## src/rtl/sysctl_pkg.sv

```systemverilog
package sysctl_pkg;

    localparam int DATA_W = 8;
    localparam int ADDR_W = 16;
    localparam int CTRL_W = 4;

    localparam logic [ADDR_W-1:0] PORT_RST_END = 16'h0092;
    localparam logic [ADDR_W-1:0] PORT_LIGHT   = 16'h0808;
    localparam logic [ADDR_W-1:0] PORT_SYSCTL  = 16'h081C;
    localparam logic [ADDR_W-1:0] PORT_MAP     = 16'h0850;
    localparam logic [ADDR_W-1:0] PORT_LOCK_A  = 16'h0810;
    localparam logic [ADDR_W-1:0] PORT_LOCK_B  = 16'h0812;

    typedef enum logic [3:0] {
        SEL_NONE,
        SEL_RST_END,
        SEL_LIGHT,
        SEL_SYSCTL,
        SEL_MAP,
        SEL_LOCK_A,
        SEL_LOCK_B,
        SEL_IDENT,
        SEL_SCRATCH
    } sel_e;

    typedef struct packed {
        logic              soft_reset;
        logic              little_endian;
        logic              disk_light;
        logic [CTRL_W-1:0] sys_ctrl;
        logic              io_map_sparse;
    } ctrl_t;

    // Fixed identity bytes; 0x0810 doubles as the write strobe port.
    function automatic logic [DATA_W-1:0] ident_value(logic [ADDR_W-1:0] a);
        case (a)
            16'h0800: return 8'hEF;
            16'h0802: return 8'hAD;
            16'h0803: return 8'hE0;
            16'h080C: return 8'h3C;
            16'h0810: return 8'h39;
            16'h0818: return 8'h00;
            16'h0823: return 8'h03;
            default:  return 8'hFF;
        endcase
    endfunction

    function automatic logic is_ident(logic [ADDR_W-1:0] a);
        case (a)
            16'h0800, 16'h0802, 16'h0803, 16'h080C,
            16'h0818, 16'h0823: return 1'b1;
            default:            return 1'b0;
        endcase
    endfunction

endpackage

```

## src/rtl/sysctl_decode.sv

```systemverilog
module sysctl_decode
    import sysctl_pkg::*;
#(
    parameter logic [ADDR_W-1:0] SCR_BASE = 16'h0398,
    parameter int                SCR_N    = 2,
    localparam int               IDX_W    = (SCR_N > 1) ? $clog2(SCR_N) : 1
) (
    input  logic [ADDR_W-1:0] addr,
    output sel_e              sel,
    output logic [IDX_W-1:0]  scr_idx
);
    logic [ADDR_W-1:0] scr_off;

    always_comb begin
        scr_off = addr - SCR_BASE;
        scr_idx = scr_off[IDX_W-1:0];
        sel     = SEL_NONE;
        if (scr_off < ADDR_W'(SCR_N)) begin
            sel = SEL_SCRATCH;
        end else if (addr == PORT_RST_END) begin
            sel = SEL_RST_END;
        end else if (addr == PORT_LIGHT) begin
            sel = SEL_LIGHT;
        end else if (addr == PORT_SYSCTL) begin
            sel = SEL_SYSCTL;
        end else if (addr == PORT_MAP) begin
            sel = SEL_MAP;
        end else if (addr == PORT_LOCK_A) begin
            sel = SEL_LOCK_A;
        end else if (addr == PORT_LOCK_B) begin
            sel = SEL_LOCK_B;
        end else if (is_ident(addr)) begin
            sel = SEL_IDENT;
        end
    end
endmodule

```

## src/rtl/sysctl_ctrl.sv

```systemverilog
module sysctl_ctrl
    import sysctl_pkg::*;
(
    input  logic              clk,
    input  logic              rst,
    input  logic              wr_en,
    input  sel_e              sel,
    input  logic [DATA_W-1:0] wdata,
    output ctrl_t             ctrl,
    output logic              lock_a,
    output logic              lock_b
);
    always_ff @(posedge clk) begin
        if (rst) begin
            ctrl   <= '0;
            lock_a <= 1'b0;
            lock_b <= 1'b0;
        end else begin
            lock_a <= 1'b0;
            lock_b <= 1'b0;
            if (wr_en) begin
                case (sel)
                    SEL_RST_END: begin
                        ctrl.soft_reset    <= wdata[0];
                        ctrl.little_endian <= wdata[1];
                    end
                    SEL_LIGHT:  ctrl.disk_light    <= wdata[0];
                    SEL_SYSCTL: ctrl.sys_ctrl      <= wdata[CTRL_W-1:0];
                    SEL_MAP:    ctrl.io_map_sparse <= wdata[0];
                    SEL_LOCK_A: lock_a <= 1'b1;
                    SEL_LOCK_B: lock_b <= 1'b1;
                    default: ;
                endcase
            end
        end
    end
endmodule

```

## src/rtl/sysctl_scratch.sv

```systemverilog
module sysctl_scratch
    import sysctl_pkg::*;
#(
    parameter int  SCR_N = 2,
    localparam int IDX_W = (SCR_N > 1) ? $clog2(SCR_N) : 1
) (
    input  logic              clk,
    input  logic              rst,
    input  logic              wr_en,
    input  logic [IDX_W-1:0]  idx,
    input  logic [DATA_W-1:0] wdata,
    output logic [DATA_W-1:0] rd_byte
);
    logic [DATA_W-1:0] bytes_q [SCR_N];

    for (genvar g = 0; g < SCR_N; g++) begin : g_byte
        always_ff @(posedge clk) begin
            if (rst) begin
                bytes_q[g] <= '0;
            end else if (wr_en && idx == IDX_W'(g)) begin
                bytes_q[g] <= wdata;
            end
        end
    end

    always_comb begin
        rd_byte = '0;
        for (int i = 0; i < SCR_N; i++) begin
            if (idx == IDX_W'(i)) rd_byte = bytes_q[i];
        end
    end
endmodule

```

## src/rtl/sysctl_regs.sv

```systemverilog
module sysctl_regs
    import sysctl_pkg::*;
#(
    parameter logic [15:0] SCR_BASE = 16'h0398,
    parameter int          SCR_N    = 2,
    localparam int         IDX_W    = (SCR_N > 1) ? $clog2(SCR_N) : 1
) (
    input  logic        clk,
    input  logic        rst,
    input  logic        req_valid,
    input  logic        req_write,
    input  logic [15:0] req_addr,
    input  logic [7:0]  req_wdata,
    output logic        ack,
    output logic [7:0]  rd_data,
    output logic        soft_reset,
    output logic        little_endian,
    output logic        disk_light,
    output logic [3:0]  sys_ctrl,
    output logic        io_map_sparse,
    output logic        lock_strobe_a,
    output logic        lock_strobe_b
);
    sel_e              sel;
    logic [IDX_W-1:0]  scr_idx;
    logic [DATA_W-1:0] scr_byte;
    logic [DATA_W-1:0] rd_mux;
    ctrl_t             ctrl;
    logic              wr_en;

    assign wr_en = req_valid && req_write;

    sysctl_decode #(.SCR_BASE(SCR_BASE), .SCR_N(SCR_N)) u_decode (
        .addr    (req_addr),
        .sel     (sel),
        .scr_idx (scr_idx)
    );

    sysctl_ctrl u_ctrl (
        .clk    (clk),
        .rst    (rst),
        .wr_en  (wr_en),
        .sel    (sel),
        .wdata  (req_wdata),
        .ctrl   (ctrl),
        .lock_a (lock_strobe_a),
        .lock_b (lock_strobe_b)
    );

    sysctl_scratch #(.SCR_N(SCR_N)) u_scratch (
        .clk     (clk),
        .rst     (rst),
        .wr_en   (wr_en && sel == SEL_SCRATCH),
        .idx     (scr_idx),
        .wdata   (req_wdata),
        .rd_byte (scr_byte)
    );

    always_comb begin
        case (sel)
            SEL_RST_END:           rd_mux = '0;
            SEL_SYSCTL:            rd_mux = {{(DATA_W-CTRL_W){1'b0}}, ctrl.sys_ctrl};
            SEL_MAP:               rd_mux = {{(DATA_W-1){1'b0}}, ctrl.io_map_sparse};
            SEL_LOCK_A, SEL_IDENT: rd_mux = ident_value(req_addr);
            SEL_SCRATCH:           rd_mux = scr_byte;
            default:               rd_mux = '1;
        endcase
    end

    always_ff @(posedge clk) begin
        if (rst) begin
            ack     <= 1'b0;
            rd_data <= '0;
        end else begin
            ack     <= req_valid;
            rd_data <= (req_valid && !req_write) ? rd_mux : '0;
        end
    end

    assign soft_reset    = ctrl.soft_reset;
    assign little_endian = ctrl.little_endian;
    assign disk_light    = ctrl.disk_light;
    assign sys_ctrl      = ctrl.sys_ctrl;
    assign io_map_sparse = ctrl.io_map_sparse;
endmodule

```

## config.mk

```make
export PLATFORM = sky130hd
export DESIGN_NAME = sysctl_regs
export DESIGN_NICKNAME = d
export VERILOG_FILES = /design/src/rtl/sysctl_pkg.sv /design/src/rtl/sysctl_decode.sv /design/src/rtl/sysctl_ctrl.sv /design/src/rtl/sysctl_scratch.sv /design/src/rtl/sysctl_regs.sv
export SDC_FILE = /design/constraint.sdc
export NUM_CORES = 1
export LEC_CHECK = 0
export BUFFER_PORTS_ARGS = -buffer_cell sky130_fd_sc_hd__buf_2
export CORE_ASPECT_RATIO = 1.1
export CORE_UTILIZATION = 50
export CTS_BUF_LIST = sky130_fd_sc_hd__clkbuf_8
export CTS_CLUSTER_DIAMETER = 50
export DETAILED_ROUTE_END_ITERATION = 8
export PLACE_DENSITY = 0.78
export SLEW_MARGIN = 25
export SYNTH_ARGS = -nofsm -noshare
export SYNTH_HDL_FRONTEND = slang
export SYNTH_SLANG_ARGS = --single-unit
export TNS_END_PERCENT = 5
```

## constraint.sdc

```tcl
create_clock -name clk -period 6.55 [get_ports clk]
set_input_delay 1.6375 -clock clk [delete_from_list [all_inputs] [get_ports clk]]
set_output_delay 1.6375 -clock clk [all_outputs]
set_load 0.02 [all_outputs]
```

==> impl_metrics.toml <==
[detailed_routing]
ant_nets = 0
drt_pre_antenna_iters = 4
wl_per_cell_um = 14.3
routed-via-count = 1713
dr.first_iter.drc_count = 110
wl_um = 4460
drc_errors = 0
via_per_inst = 5.49

[sta]
clock_skew_ps = 6.57
relSlewSlack_pct = 46.0
tightest_slew_ps = 808
finalCriticalPeriod_ps = 4330
slew_viol_final = 0
setup_violations = 0
timing.setup.tns_ps = 0
fmax_mhz = 231
hold_violations = 0
rsz0062_at_grt = "false"
finalCritPeriodShare_pct = 66.2
whs_ps = 485

[pwr]
peakVddDrop_mv = 0.165
leakage_nw = 0.973
power_density_nw_per_um2 = 199

[yosys]
synth_edf_count = 16
yosysTopAreaCellShare_pct = 23.5
synth_top_cell_by_area = "edfxtp_1"
synth.distinct_cells = 60
ys.flop_type = "dfxtp_1"
syn_area_per_cell_um2 = 9.40
ys_seq_area_share_pct = 42.0
ys_ff_latch = 35
ys_async_sr_fraction_pct = 0
syn-num-nets = 247
yosys-top-cells-area = "edfxtp_1 23%, dfxtp_1 19%, mux2i_1 6.8%"
yosys_warnings = 0
synthCells = 218
netlist_area_um2 = 2050

[setup_path]
crit_required_ps = 6460
critPathCaptureType = "flip-flop"
critPathKind = "input pin to flip-flop"
arrival_ps = 4250
cp-start-kind = "input pin"
path_max_fanout = 14

[grt]
grtUsageTotal_pct = 22.4
grt_max_degree = 25
overflow = 0
grt_antenna_before_repair = 0
grt_pass1_wl_um = 7510
grt_pass1_vias = 1670

[cells_and_area]
multi_input_area_um2 = 1110
seq_area_um2 = 861
synthToLayoutAreaGrowth_pct = 16.6
fillers = 346
drive_gt1_share_pct = 26.2
layout.cells.non_filler = 312
n_antenna_cell = 0
nNetsFinal = 288

[placed_design]
gp_congestion = 0.925
dp_cells = 304
io_buffers = 46
dp_hpwl_um = 3340

[clock_network]
cts_sinks = 35
cts_resized = 0
cts-root-buf = "clkbuf_8"
cts_tree = "done"
hold_buffers = 0
cts_setup_buffers = 0
cts_buffers = 5
clk_latency_ps = 290
clockBufferDepth = 2
path_clk_slew_ps = 70
ctsHtreeMaxLevel = 2

[run]
cap_violations = 0

[die]
die-height_um = 69.1
num_io_pins = 47
core_area_um2 = 3930
fp-row-count = 24
initial_utilization_pct = 52.1
die_w_um = 63.0
fp.dieArea_um2 = 4360

[status]
status = "complete, no violations"

[min_path]
hold_class = "flip-flop to flip-flop"
## metrics by stage
| stage | worst slack (ps) | utilization, % | cell area [um^2] | total power (W) |
|---|---|---|---|---|
| 4_1_cts | 2190 | 60.7 | 2390 | 0.000478 |
| 3_5_place_dp | 1910 | 58.0 | 2280 | 0.000293 |
| 6_report | 2220 | 60.7 | 2390 | 0.000474 |
| 5_1_grt | 2030 | 60.7 | 2390 | 0.000493 |
| 3_3_place_gp | 2030 | 58.0 | 2280 | 0.000292 |
| 2_1_floorplan | 2630 | - | 2050 | 0.000274 |
## power by group
group	internal, W	switching (W)
sequential	0.000235	0.00000183
combinational	0.0000191	0.0000320
clock	0.000111	0.0000747
## routing by layer
metal	wire length [um]	vias to the layer above	global-route usage (%)	part of all wire, %
met5	0	-	0	0
met4	65	0	8.79	1.5
met3	221	5	5.46	5.0
met2	2270	49	39.4	51
met1	1910	774	25.5	43
li1	-	885	-	-
## path summary, 6_finish.rpt
check | start | endpoint | cells past startpoint | slack (ps)
setup / recovery | req_addr[3] | u_scratch.bytes_q[0][3]$_SDFFCE_PN0P_ | 7 | 2220
hold / removal | u_ctrl.ctrl[5]$_SDFFE_PP0P_ | u_ctrl.ctrl[5]$_SDFFE_PP0P_ | 2 | 480
setup reg to reg | u_scratch.bytes_q[0][3]$_SDFFCE_PN0P_ | rd_data[3]$_SDFF_PP0_ | 4 | 5500
hold reg to reg | u_ctrl.ctrl[5]$_SDFFE_PP0P_ | u_ctrl.ctrl[5]$_SDFFE_PP0P_ | 2 | 480
## cells in the mapped netlist, drive strengths merged, types with 2 or more instances
cell type / n
o21ai: 7
nand4: 7
clkbuf: 6
and2: 16
nor3: 5
nor2b: 4
or3b: 2
or2: 2
buf: 6
or3: 2
edfxtp: 16
mux2i: 14
inv: 3
a221oi: 2
or4: 2
dfxtp: 19
and3: 3
nor4: 3
nor4b: 3
nand3: 6
a32oi: 2
xor2: 2
nand2: 21
nand2b: 5
a2111oi: 2
nor2: 21
a21oi: 14
## placed cells by master, fill, tap and decap left out, types with 2 or more instances in the layout
cell,instances
mux2i_1,14
and2_1,16
a32oi_1,2
nor3_1,3
a21oi_1,14
xor2_1,2
nor2_1,21
nor4b_1,2
nand2_1,20
buf_2,46
nand3_1,6
dfxtp_1,19
nor4_1,3
or3b_2,2
clkbuf_8,5
or2_2,2
nand4_1,7
nor2b_1,4
inv_1,3
o21ai_0,7
and3_1,3
edfxtp_1,16
nand2b_1,5
or3_1,2
## flip-flops by register name, summed over array words and instances (netlist names)
name	flops
ack	1
rd_data	8
u_ctrl.ctrl	8
u_ctrl.lock_a	1
u_ctrl.lock_b	1
u_scratch.bytes_q	16
## critical path, cell delays in order
cell and delay (ps):
buf_2 170, ha_1 240, o311a_1 330, mux2_4 320
a2111oi_4 730, nand3_1 150, o21bai_1 670
## final cells by class
class / instances / area share [%]
flip-flops and latches: 35 / 36.1
clock buffers: 5 / 2.88
inverters: 3 / 0.472
repair buffers: 46 / 9.64
clock inverters: 3 / 1.62
multi-input cells: 168 / 46.6
well taps: 52 / 2.73
## logic make-up (layout without fill, tap and decap cells)
group                      count (synthesis)  count (layout)  synth area share [%]
and+or+nand+nor                          109             109                  30.5
AOI/OAI and AO/OA                         41              41                  14.8
DFF                                       35              35                  42.0
muxes                                     15              15                  7.57
buffers and inverters                     15              57                  3.67
xor gates and xnor gates                   2               2                 0.855
adders and majority gates                  1               1                 0.611
Power figures use the tool's default switching activity.
